--- src/rtl/cfg_serial_pkg.sv ---
package cfg_serial_pkg;

  localparam int VAL_W    = 5;
  localparam int NUM_REGS = 4;
  localparam int IDX_W    = $clog2(NUM_REGS);

  // Register 0 bits forced high by a bit-7 write
  localparam logic [VAL_W-1:0] FORCE_MASK = 5'b01100;

  // Register indices with a role in the last-pattern flag
  localparam logic [IDX_W-1:0] IDX_PAT_A = 2'd1;
  localparam logic [IDX_W-1:0] IDX_PAT_B = 2'd2;

  typedef struct packed {
    logic             shiftEn;    // shift the current data bit in
    logic             clearBuf;   // empty the shifter
    logic             forceMode;  // set the forced bits of register 0
    logic             commit;     // store the assembled value
    logic [IDX_W-1:0] idx;        // target register of a commit
  } strobe_t;

  function automatic logic [VAL_W-1:0] resetValue(int idx, logic variant);
    logic [VAL_W-1:0] v;
    v = '0;
    if (idx == 0) v = FORCE_MASK;
    if (idx == NUM_REGS-1) v[VAL_W-1] = variant;
    return v;
  endfunction

endpackage

--- src/rtl/cfg_serial_ctrl.sv ---
module cfg_serial_ctrl
  import cfg_serial_pkg::*;
#(
  parameter int ADDR_W  = 16,
  parameter int MIN_GAP = 2
) (
  input  logic              clk,
  input  logic              rstN,
  input  logic              busWe,
  input  logic [ADDR_W-1:0] busAddr,
  input  logic              dataReset,
  input  logic              cycleTick,
  output strobe_t           str
);

  localparam int AGE_W = $clog2(MIN_GAP + 1);
  localparam int CNT_W = $clog2(VAL_W + 1);
  localparam logic [AGE_W-1:0] AGE_MAX  = AGE_W'(MIN_GAP);
  localparam logic [CNT_W-1:0] CNT_LAST = CNT_W'(VAL_W - 1);

  logic [AGE_W-1:0] age;
  logic [AGE_W-1:0] ageNow;
  logic [CNT_W-1:0] bitCount;
  logic             hit;
  logic             accept;
  logic             lastBit;

  // Ticks since the previous serial write, saturating at the required gap;
  // a tick in the write's own clock is counted first.
  always_comb begin
    ageNow = age;
    if (cycleTick && (age < AGE_MAX)) ageNow = age + 1'b1;
  end

  assign hit     = busWe && busAddr[ADDR_W-1];
  assign accept  = hit && (ageNow >= AGE_MAX);
  assign lastBit = (bitCount == CNT_LAST);

  always_comb begin
    str.forceMode = accept && dataReset;
    str.shiftEn   = accept && !dataReset;
    str.commit    = accept && !dataReset && lastBit;
    str.clearBuf  = accept && (dataReset || lastBit);
    str.idx       = busAddr[ADDR_W-2 -: IDX_W];
  end

  // Reset to a saturated age so the first write is accepted
  always_ff @(posedge clk) begin
    if (!rstN)    age <= AGE_MAX;
    else if (hit) age <= '0;
    else          age <= ageNow;
  end

  always_ff @(posedge clk) begin
    if (!rstN)            bitCount <= '0;
    else if (str.clearBuf) bitCount <= '0;
    else if (str.shiftEn)  bitCount <= bitCount + 1'b1;
  end

  assert_count_range_R3: assert property (@(posedge clk) disable iff (!rstN)
    bitCount <= CNT_LAST);

  assert_gap_block_R6: assert property (@(posedge clk) disable iff (!rstN)
    (hit && (ageNow < AGE_MAX)) |=> $stable(bitCount));

  assert_window_only_R1: assert property (@(posedge clk) disable iff (!rstN)
    (!hit) |=> $stable(bitCount));

  assert_first_write_R7: assert property (@(posedge clk) disable iff (!rstN)
    ($rose(rstN) ##0 hit) |-> accept);

endmodule

--- src/rtl/cfg_serial_dp.sv ---
module cfg_serial_dp
  import cfg_serial_pkg::*;
(
  input  logic                           clk,
  input  logic                           rstN,
  input  logic                           variantSel,
  input  logic                           bitIn,
  input  strobe_t                        str,
  output logic [NUM_REGS-1:0][VAL_W-1:0] cfgReg,
  output logic                           lastPatB
);

  logic [VAL_W-1:0] shiftBuf;
  logic [VAL_W-1:0] shiftNext;

  assign shiftNext = {bitIn, shiftBuf[VAL_W-1:1]};

  always_ff @(posedge clk) begin
    if (!rstN)             shiftBuf <= '0;
    else if (str.clearBuf) shiftBuf <= '0;
    else if (str.shiftEn)  shiftBuf <= shiftNext;
  end

  for (genvar g = 0; g < NUM_REGS; g++) begin : gen_reg
    always_ff @(posedge clk) begin
      if (!rstN)
        cfgReg[g] <= resetValue(g, variantSel);
      else if (str.commit && (str.idx == IDX_W'(g)))
        cfgReg[g] <= shiftNext;
      else if ((g == 0) && str.forceMode)
        cfgReg[g] <= cfgReg[g] | FORCE_MASK;
    end

    if (g != 0) begin : gen_hold_chk
      assert_reg_hold_R3: assert property (@(posedge clk) disable iff (!rstN)
        !$stable(cfgReg[g]) |-> $past(str.commit && (str.idx == IDX_W'(g))));
    end
  end

  always_ff @(posedge clk) begin
    if (!rstN) lastPatB <= 1'b0;
    else if (str.commit && (str.idx == IDX_PAT_A)) lastPatB <= 1'b0;
    else if (str.commit && (str.idx == IDX_PAT_B)) lastPatB <= 1'b1;
  end

  assert_force_bits_R5: assert property (@(posedge clk) disable iff (!rstN)
    str.forceMode |=> (cfgReg[0][3:2] == 2'b11) && $stable(cfgReg[0][4])
                      && $stable(cfgReg[0][1:0]));

  assert_clear_after_commit_R3: assert property (@(posedge clk) disable iff (!rstN)
    str.commit |=> (shiftBuf == '0));

  assert_reset_clears_R4: assert property (@(posedge clk) disable iff (!rstN)
    str.forceMode |=> (shiftBuf == '0));

  assert_last_pat_R9: assert property (@(posedge clk) disable iff (!rstN)
    !$stable(lastPatB) |-> $past(str.commit && ((str.idx == IDX_PAT_A) || (str.idx == IDX_PAT_B))));

endmodule

--- src/rtl/cfg_serial_port.sv ---
module cfg_serial_port
  import cfg_serial_pkg::*;
#(
  parameter int MIN_GAP = 2
) (
  input  logic        clk,
  input  logic        rstN,
  input  logic        busWe,
  input  logic [15:0] busAddr,
  input  logic [7:0]  busData,
  input  logic        cycleTick,
  input  logic        variantSel,
  output logic [4:0]  cfgMode,
  output logic [4:0]  cfgPatA,
  output logic [4:0]  cfgPatB,
  output logic [4:0]  cfgBank,
  output logic        lastPatB
);

  strobe_t                        str;
  logic [NUM_REGS-1:0][VAL_W-1:0] cfgReg;

  cfg_serial_ctrl #(.ADDR_W(16), .MIN_GAP(MIN_GAP)) u_ctrl (
    .clk       (clk),
    .rstN      (rstN),
    .busWe     (busWe),
    .busAddr   (busAddr),
    .dataReset (busData[7]),
    .cycleTick (cycleTick),
    .str       (str)
  );

  cfg_serial_dp u_dp (
    .clk        (clk),
    .rstN       (rstN),
    .variantSel (variantSel),
    .bitIn      (busData[0]),
    .str        (str),
    .cfgReg     (cfgReg),
    .lastPatB   (lastPatB)
  );

  assign cfgMode = cfgReg[0];
  assign cfgPatA = cfgReg[1];
  assign cfgPatB = cfgReg[2];
  assign cfgBank = cfgReg[3];

endmodule

--- config.mk ---
export PLATFORM = sky130hd
export DESIGN_NAME = cfg_serial_port
export DESIGN_NICKNAME = d
export VERILOG_FILES = /design/src/rtl/cfg_serial_pkg.sv /design/src/rtl/cfg_serial_ctrl.sv /design/src/rtl/cfg_serial_dp.sv /design/src/rtl/cfg_serial_port.sv
export SDC_FILE = /design/constraint.sdc
export NUM_CORES = 1
export LEC_CHECK = 0
export ABC_CLOCK_PERIOD_IN_PS = 2000
export BUFFER_PORTS_ARGS = -buffer_cell sky130_fd_sc_hd__buf_2
export CAP_MARGIN = 0
export CORE_ASPECT_RATIO = 2
export CORE_UTILIZATION = 48
export CTS_CLUSTER_DIAMETER = 120
export DETAILED_ROUTE_END_ITERATION = 16
export GPL_TIMING_DRIVEN = 0
export PLACE_DENSITY = 0.78
export SETUP_SLACK_MARGIN = 0.5
export SYNTH_ARGS = -nofsm -noshare
export SYNTH_HDL_FRONTEND = slang
export SYNTH_SLANG_ARGS = --single-unit
--- constraint.sdc ---
create_clock -name clk -period 2 [get_ports clk]
set_input_delay 0.6 -clock clk [delete_from_list [all_inputs] [get_ports clk]]
set_output_delay 0.6 -clock clk [all_outputs]
set_load 0.01 [all_outputs]
==> tab_implementation.tex, run 1 <==
\begin{tabular}{lr}
\hline
Metric & Value \\
\hline
\multicolumn{2}{l}{\textbf{Timing}} \\
Slew at the pin with the worst max-slew slack & 0.460 ns \\
Total Negative Setup Slacks & 0 ns \\
Worst clock skew & 0.00729 ns \\
Setup repair after global routing missed its margin & true \\
Period minus WS final & 1.54 ns \\
Final number of hold-violating endpoints & 0 \\
Number of max-slew violations in the final report & 0 \\
Final number of setup-violating endpoints & 0 \\
Final cycle utilization of the critical path & 0.770 \\
Timing-limited maximum frequency & 649 MHz \\
Slew headroom & 0.693 \\
\multicolumn{2}{l}{\textbf{Min path}} \\
Tightest Hold Check Type & reg2reg \\
Worst Min Path Start & u\_dp.cfgReg[1] \\
\multicolumn{2}{l}{\textbf{Run status}} \\
Status & complete, but fails checks \\
Failing checks & DRC \\
\multicolumn{2}{l}{\textbf{Global routing}} \\
Wire length of the first global-routing pass & 5.20 mm \\
Number of global-route vias before repair & 1,133 \\
Pin count of the biggest net entering global routing & 11 \\
Initial antenna violation count & 0 \\
Overflow left after global routing & 0 \\
GR Util All Layers & 0.247 \\
\multicolumn{2}{l}{\textbf{Layout}} \\
Area growth from synthesis to final layout & 26.3\% \\
Final Util & 0.631 \\
Fraction of final layout cells sized beyond drive strength 1 & 0.330 \\
Count of nets after finishing & 212 \\
Number of fill cells & 239 \\
Antenna cell count & 0 \\
\multicolumn{2}{l}{\textbf{Placed design}} \\
Weighted congestion at the end of routability-driven global placement & 0.844 \\
Post-DP HPWL & 2.25 mm \\
Buffers added on ports & 30 \\
\multicolumn{2}{l}{\textbf{Yosys}} \\
Post-synthesis async set-or-reset flop share & 0 \\
Avg Inst Size Synth & 9.84 sq um \\
Most used flip-flop cell after synthesis & sky130\_fd\_sc\_hd\_\_dfxtp\_1 \\
Post-synth cell types & 36 \\
Post-synth top area cell & sky130\_fd\_sc\_hd\_\_dfxtp\_1 \\
Yosys Warn Count & 0 \\
Share of the synthesized area in the top cell type & 0.425 \\
Combined area of all synthesized cells & 1370 sq um \\
Gate Count Post-Synth & 139 \\
Leading cell type by number of instances after synthesis & sky130\_fd\_sc\_hd\_\_dfxtp\_1 \\
Cells taking the most area after synthesis & sky130\_fd\_sc\_hd\_\_dfxtp\_1 42\%, sky130\_fd\_sc\_hd\_\_mux2i\_1 14\%, sky130\_fd\_sc\_hd\_\_nand2\_1 7.7\% \\
Most frequent cells after synthesis & 29 x sky130\_fd\_sc\_hd\_\_dfxtp\_1, 28 x sky130\_fd\_sc\_hd\_\_nand2\_1, 19 x sky130\_fd\_sc\_hd\_\_mux2i\_1 \\
Syn nets & 170 \\
Sequential element share of the synthesized area & 0.446 \\
Number of enable-type register cells in the synthesized netlist & 1 \\
Flop and latch count out of synthesis & 30 \\
\multicolumn{2}{l}{\textbf{Die}} \\
DIE AREA & 3080 sq um \\
Core box area & 2740 sq um \\
Y dimension of the die & 77.5 um \\
Ports & 50 \\
Horiz. Die Dim & 39.7 um \\
Number of standard-cell rows in the floorplan & 27 \\
Effective utilization at floorplan & 0.500 \\
\multicolumn{2}{l}{\textbf{Critical path}} \\
Worst EP arrival & 1.54 ns \\
Setup Crit Path Kind & reg2reg \\
Cell Chain, Critical Path & inv\_2 > ha\_4 > nand4\_1 > or3\_4 > clkbuf\_8 > nand2\_1 \\
Element type at the critical path start & flop \\
R2R Setup Slk & 0.46 ns \\
Biggest cell delay along the critical path & 0.37 ns \\
Launch point of the worst path & u\_ctrl.bitCount[1] \\
Max FO, Critical Path & 4 \\
Setup crit end kind & flop \\
Required arrival time at the worst endpoint & 2.00 ns \\
Launch instance of the worst register-to-register path & u\_ctrl.bitCount[1] \\
Slowest CP cell & sky130\_fd\_sc\_hd\_\_or3\_4 \\
\multicolumn{2}{l}{\textbf{Clocking}} \\
Clock insertion delay at the later pin of the skew report & 0.28 ns \\
Max clock buf depth & 2 \\
TritonCTS clock tree & yes \\
Sink count of the clock tree & 30 \\
H-tree depth & 2 \\
Clk Tree Root Cell & sky130\_fd\_sc\_hd\_\_clkbuf\_8 \\
Number of hold buffers added after CTS & 0 \\
Clock transition at the register clock pins on the worst setup and hold paths after CTS & 0.06 ns \\
Number of CTS-inserted buffers & 5 \\
\multicolumn{2}{l}{\textbf{Routing}} \\
Drc violations & 2 \\
Total via count in the routed design & 1,152 \\
DRT Pass-1 Iters & 10 \\
Routed wire length & 3.18 mm \\
Met2 wire length & 1.81 mm \\
Top routing layer in use & met4 \\
Routed metal-1 wire length & 1.17 mm \\
Detail Route Antenna Nets & 0 \\
Vias per Instance & 5.46 \\
Met3 routed wirelength & 105 um \\
Final routed wire length divided by cell count & 15.1 um \\
Starting DRC count in detailed routing & 76 \\
\multicolumn{2}{l}{\textbf{Pwr}} \\
Worst supply voltage drop on vdd & 0.504 mV \\
Total leakage power & 0.709 nW \\
Total power per unit cell area & 677 nW/um\^{}2 \\
\multicolumn{2}{l}{\textbf{Flow run}} \\
Max-cap violations & 0 \\
\hline
\end{tabular}
worst paths after layout:
check               endpoint  cells after the start
max          u_dp.cfgReg[19]                      6
min           u_dp.cfgReg[1]                      2
max reg2reg  u_dp.cfgReg[19]                      6
min reg2reg   u_dp.cfgReg[1]                      2
cell usage in the layout, fill, tap and decap left out, types with 2 or more instances in the layout:
cell	n
sky130_fd_sc_hd__buf_2	30
sky130_fd_sc_hd__buf_6	3
sky130_fd_sc_hd__inv_2	2
sky130_fd_sc_hd__clkbuf_1	5
sky130_fd_sc_hd__nand3_1	6
sky130_fd_sc_hd__a21oi_1	10
sky130_fd_sc_hd__mux2i_1	19
sky130_fd_sc_hd__nor2b_1	2
sky130_fd_sc_hd__nand2b_1	4
sky130_fd_sc_hd__clkbuf_8	7
sky130_fd_sc_hd__dfxtp_1	27
sky130_fd_sc_hd__o21ai_0	6
sky130_fd_sc_hd__buf_4	4
sky130_fd_sc_hd__nand2_1	28
sky130_fd_sc_hd__dfxtp_2	2
critical path: cells and delay by family (launching register included):
kind / cells / cell delay [ns]
and+or+nand+nor: 3 / 0.55
DFF: 1 / 0.33
adders and majority gates: 1 / 0.15
buffers and inverters: 2 / 0.23
sequential cells by signal, summed over array words and instances, names as in the netlist:
name,cells
u_dp.shiftBuf,4
u_ctrl.bitCount,3
u_dp.lastPatB,1
u_dp.cfgReg,20
u_ctrl.age,2
area by class of cell:
type | instances | area [sq um] | area share
sequential | 30 | 613 | 0.355
multi-input combinational | 98 | 719 | 0.417
tap | 29 | 36.3 | 0.0210
buffer | 8 | 75.1 | 0.0435
timing repair buffer | 35 | 191 | 0.111
clock buffer | 8 | 80.1 | 0.0464
inverter | 3 | 11.3 | 0.00652
where the power goes:
| group | internal, mW | total (mW) | switching (mW) | leakage, nW |
|---|---|---|---|---|
| logic | 0.0381 | 0.0953 | 0.0572 | 0.424 |
| clock network | 0.247 | 0.462 | 0.215 | 0.0395 |
| registers | 0.607 | 0.612 | 0.00487 | 0.245 |
| total | 0.892 | 1.17 | 0.277 | 0.709 |
cell families (layout without fill, tap and decap cells):
group                    count (synthesis)  after routing  share of synthesized area
adder cells (fa/ha/maj)                  2              2                     0.0183
AND/OR/NAND/NOR                         54             54                      0.231
multiplexers                            19             19                      0.139
XOR/XNOR                                 1              1                    0.00641
buffers and inverters                   11             54                     0.0549
flip-flops                              30             30                      0.446
AO/OA/AOI/OAI                           22             22                      0.103
stage by stage:
stage	setup WS (ns)	cell area [sq um]	power (mW)	std cells	hold WS, ns
floorplan	0.413	1380	0.681	139	0.453
global placement	0.115	1560	0.708	198	0.442
detailed placement	0.0893	1560	0.712	198	0.450
CTS	0.505	1710	1.17	211	0.458
global route	0.416	1730	1.22	211	0.486
finish	0.460	1730	1.17	211	0.455
repair_timing:
action,CTS,global route
setup buffers,5,0
endpoints found under the setup margin,16,17
resized for setup,8,5
pin swaps,4,2
metal layers:
metal | GRT usage | up-vias
met5 | 0 | -
met4 | 0.134 | 0
met3 | 0.0571 | 9
met2 | 0.428 | 27
met1 | 0.247 | 550
li1 | - | 566
(Power assumes the default switching activity.)
==> inputs of run 2 (changes only) <==
Settings changed: ABC_CLOCK_PERIOD_IN_PS 2000 to 1400, CORE_UTILIZATION 48 to 43, PLACE_DENSITY 0.78 to 0.74.
Clock period 2 ns to 1.4 ns, I/O delays scaled along.
==> tab_implementation.tex, run 2 (synthesis results as in run 1) <==
\begin{tabular}{lr}
\hline
Metric & Value \\
\hline
\multicolumn{2}{l}{\textbf{Run status}} \\
Status & complete, but fails checks (unchanged) \\
Failing checks & setup timing (was DRC) \\
\multicolumn{2}{l}{\textbf{Timing}} \\
Slew at the pin with the worst max-slew slack & 0.507 ns (was 0.460 ns) \\
Timing-limited maximum frequency & 664 MHz (was 649 MHz) \\
Final cycle utilization of the critical path & 1.08 (was 0.770) \\
Final number of setup-violating endpoints & 6 (was 0) \\
Number of max-slew violations in the final report & 0 (unchanged) \\
Worst hold slack & 0.422 ns (was 0.455 ns) \\
Final number of hold-violating endpoints & 0 (unchanged) \\
Slew headroom & 0.662 (was 0.693) \\
Period minus WS final & 1.51 ns (was 1.54 ns) \\
Worst clock skew & 0.00204 ns (was 0.00729 ns) \\
Setup repair after global routing missed its margin & true (unchanged) \\
PnR worst setup slack & -0.105 ns (was 0.460 ns) \\
\multicolumn{2}{l}{\textbf{Critical path}} \\
Max FO, Critical Path & 4 (unchanged) \\
Biggest cell delay along the critical path & 0.38 ns (was 0.37 ns) \\
Element type at the critical path start & flop (unchanged) \\
Worst EP arrival & 1.51 ns (was 1.54 ns) \\
Worst Reg-to-Reg Cells & 6 (unchanged) \\
Slowest CP cell & sky130\_fd\_sc\_hd\_\_or3\_4 (unchanged) \\
Required arrival time at the worst endpoint & 1.40 ns (was 2.00 ns) \\
Setup crit end kind & flop (unchanged) \\
R2R Setup Slk & -0.11 ns (was 0.46 ns) \\
Cell Chain, Critical Path & inv\_2 > ha\_4 > nand4\_1 > or3\_4 > buf\_8 > nand2\_2 (was inv\_2 > ha\_4 > nand4\_1 > or3\_4 > clkbuf\_8 > nand2\_1) \\
Setup Crit Path Kind & reg2reg (unchanged) \\
\multicolumn{2}{l}{\textbf{Clocking}} \\
Clk Tree Root Cell & sky130\_fd\_sc\_hd\_\_clkbuf\_8 (unchanged) \\
Sink count of the clock tree & 30 (unchanged) \\
Max clock buf depth & 2 (unchanged) \\
Clock insertion delay at the later pin of the skew report & 0.28 ns (about the same) \\
TritonCTS clock tree & yes (unchanged) \\
Number of CTS-inserted buffers & 5 (unchanged) \\
Clock transition at the register clock pins on the worst setup and hold paths after CTS & 0.06 ns (about the same) \\
H-tree depth & 2 (unchanged) \\
\multicolumn{2}{l}{\textbf{Pwr}} \\
Total power per unit cell area & 828 nW/um\^{}2 (was 677 nW/um\^{}2) \\
Total leakage power & 0.861 nW (was 0.709 nW) \\
Worst supply voltage drop on vdd & 0.704 mV (was 0.504 mV) \\
Power, Total & 1.76 mW (was 1.17 mW) \\
\multicolumn{2}{l}{\textbf{Layout}} \\
Area growth from synthesis to final layout & 55.4\% (was 26.3\%) \\
Post-layout instance count excluding filler cells & 230 (was 211) \\
Top register by number of flip-flops & u\_dp.cfgReg (unchanged) \\
Antenna cell count & 0 (unchanged) \\
Top library cells by usage in the layout, fill and taps aside & 25 x sky130\_fd\_sc\_hd\_\_nand2\_1, 25 x sky130\_fd\_sc\_hd\_\_buf\_6, 23 x sky130\_fd\_sc\_hd\_\_dfxtp\_2 (was 30 x sky130\_fd\_sc\_hd\_\_buf\_2, 28 x sky130\_fd\_sc\_hd\_\_nand2\_1, 27 x sky130\_fd\_sc\_hd\_\_dfxtp\_1) \\
Fraction of final layout cells sized beyond drive strength 1 & 0.555 (was 0.330) \\
Final standard cell area without fillers & 2120 sq um (was 1730 sq um) \\
Count of nets after finishing & 230 (was 212) \\
Regs by FF count & u\_dp.cfgReg: 20 flops, u\_dp.shiftBuf: 4 flops, u\_ctrl.bitCount: 3 flops (unchanged) \\
Number of flip-flops under the largest register name & 20 (unchanged) \\
\multicolumn{2}{l}{\textbf{Routing}} \\
Routed wire length & 3.72 mm (was 3.18 mm) \\
Detail Route Antenna Nets & 0 (unchanged) \\
Total via count in the routed design & 1,292 (was 1,152) \\
DRT Pass-1 Iters & 4 (was 10) \\
Vias per Instance & 5.62 (was 5.46) \\
Final routed wire length divided by cell count & 16.2 um (was 15.1 um) \\
Drc violations & 0 (was 2) \\
Starting DRC count in detailed routing & 28 (was 76) \\
\multicolumn{2}{l}{\textbf{Global routing}} \\
GR Util All Layers & 0.220 (was 0.247) \\
Number of global-route vias before repair & 1,227 (was 1,133) \\
Initial antenna violation count & 0 (unchanged) \\
Wire length of the first global-routing pass & 5.57 mm (was 5.20 mm) \\
Pin count of the biggest net entering global routing & 11 (unchanged) \\
Overflow left after global routing & 0 (unchanged) \\
\multicolumn{2}{l}{\textbf{Die}} \\
Core box area & 2980 sq um (was 2740 sq um) \\
Effective utilization at floorplan & 0.459 (was 0.500) \\
Horiz. Die Dim & 41.9 um (was 39.7 um) \\
DIE AREA & 3420 sq um (was 3080 sq um) \\
Number of standard-cell rows in the floorplan & 28 (was 27) \\
Ports & 50 (unchanged) \\
Y dimension of the die & 81.8 um (was 77.5 um) \\
\multicolumn{2}{l}{\textbf{Placed design}} \\
Post-DP HPWL & 2.36 mm (was 2.25 mm) \\
Buffers added on ports & 30 (unchanged) \\
Post-Place Cell Area & 1590 sq um (was 1560 sq um) \\
Placed Instances & 199 (was 198) \\
Weighted congestion at the end of routability-driven global placement & 0.832 (was 0.844) \\
Placement Setup Slack & -0.325 ns (was 0.0893 ns) \\
\multicolumn{2}{l}{\textbf{Flow run}} \\
Max-cap violations & 0 (unchanged) \\
\multicolumn{2}{l}{\textbf{Min path}} \\
Tightest Hold Check Type & in2reg (was reg2reg) \\
Hold Path Depth & 3 (was 2) \\
\hline
\end{tabular}
[run 2: final cells by class]
class | instances | area [sq um]
Buffer | 8 | 77.6
Clock buffer | 7 | 86.3
Clock inverter | 1 | 5.00
Fill cell | 208 | 853
Inverter | 3 | 11.3
Multi-Input combinational cell | 98 | 779
Sequential cell | 30 | 643
Tap cell | 30 | 37.5
Timing Repair Buffer | 53 | 484
[run 2: final timing paths]
path,start,to
setup / recovery,u_ctrl.bitCount[0],u_dp.cfgReg[19]
hold / removal,busData[0],u_dp.shiftBuf[4]
setup reg to reg,u_ctrl.bitCount[0],u_dp.cfgReg[19]
hold reg to reg,u_dp.cfgReg[9],u_dp.cfgReg[9]
[run 2: critical path, delay by kind of cell, from the launching register on]
family,cells,cell delay (ns)
and+or+nand+nor,3,0.56
DFF,1,0.32
buffers and inverters,2,0.21
adders and majority gates,1,0.14
[run 2: per-stage QoR]
step	utilization	TNS, ns
floorplan	-	-0.0395
global placement	0.534	-3.73
detailed placement	0.534	-4.64
CTS	0.680	-0.280
global route	0.713	-0.726
finish	0.713	-0.311
[run 2: routing by layer]
metal	share of wire	vias to the layer above	wire, um	GRT usage
li1	-	602	-	-
met1	0.37	626	1370	0.207
met2	0.57	46	2110	0.411
met3	0.031	18	116	0.0527
met4	0.036	0	134	0.145
met5	0	-	0	0
[run 2: where the power goes]
part           internal [mW]  switching (mW)  leakage (nW)
sequential             0.866         0.00678         0.253
clock                  0.396           0.331        0.0482
combinational         0.0651          0.0940         0.560
total                   1.33           0.431         0.861
[run 2: repair_timing]
item / in CTS / in global routing
gates resized for setup: 51 / 12
endpoints found under the setup margin: 52 / 52
hold endpoints to repair: 0 / 0
gates cloned: 0 / 0
pin swaps: 9 / 5
hold buffers: 0 / 0
setup buffers: 16 / 7
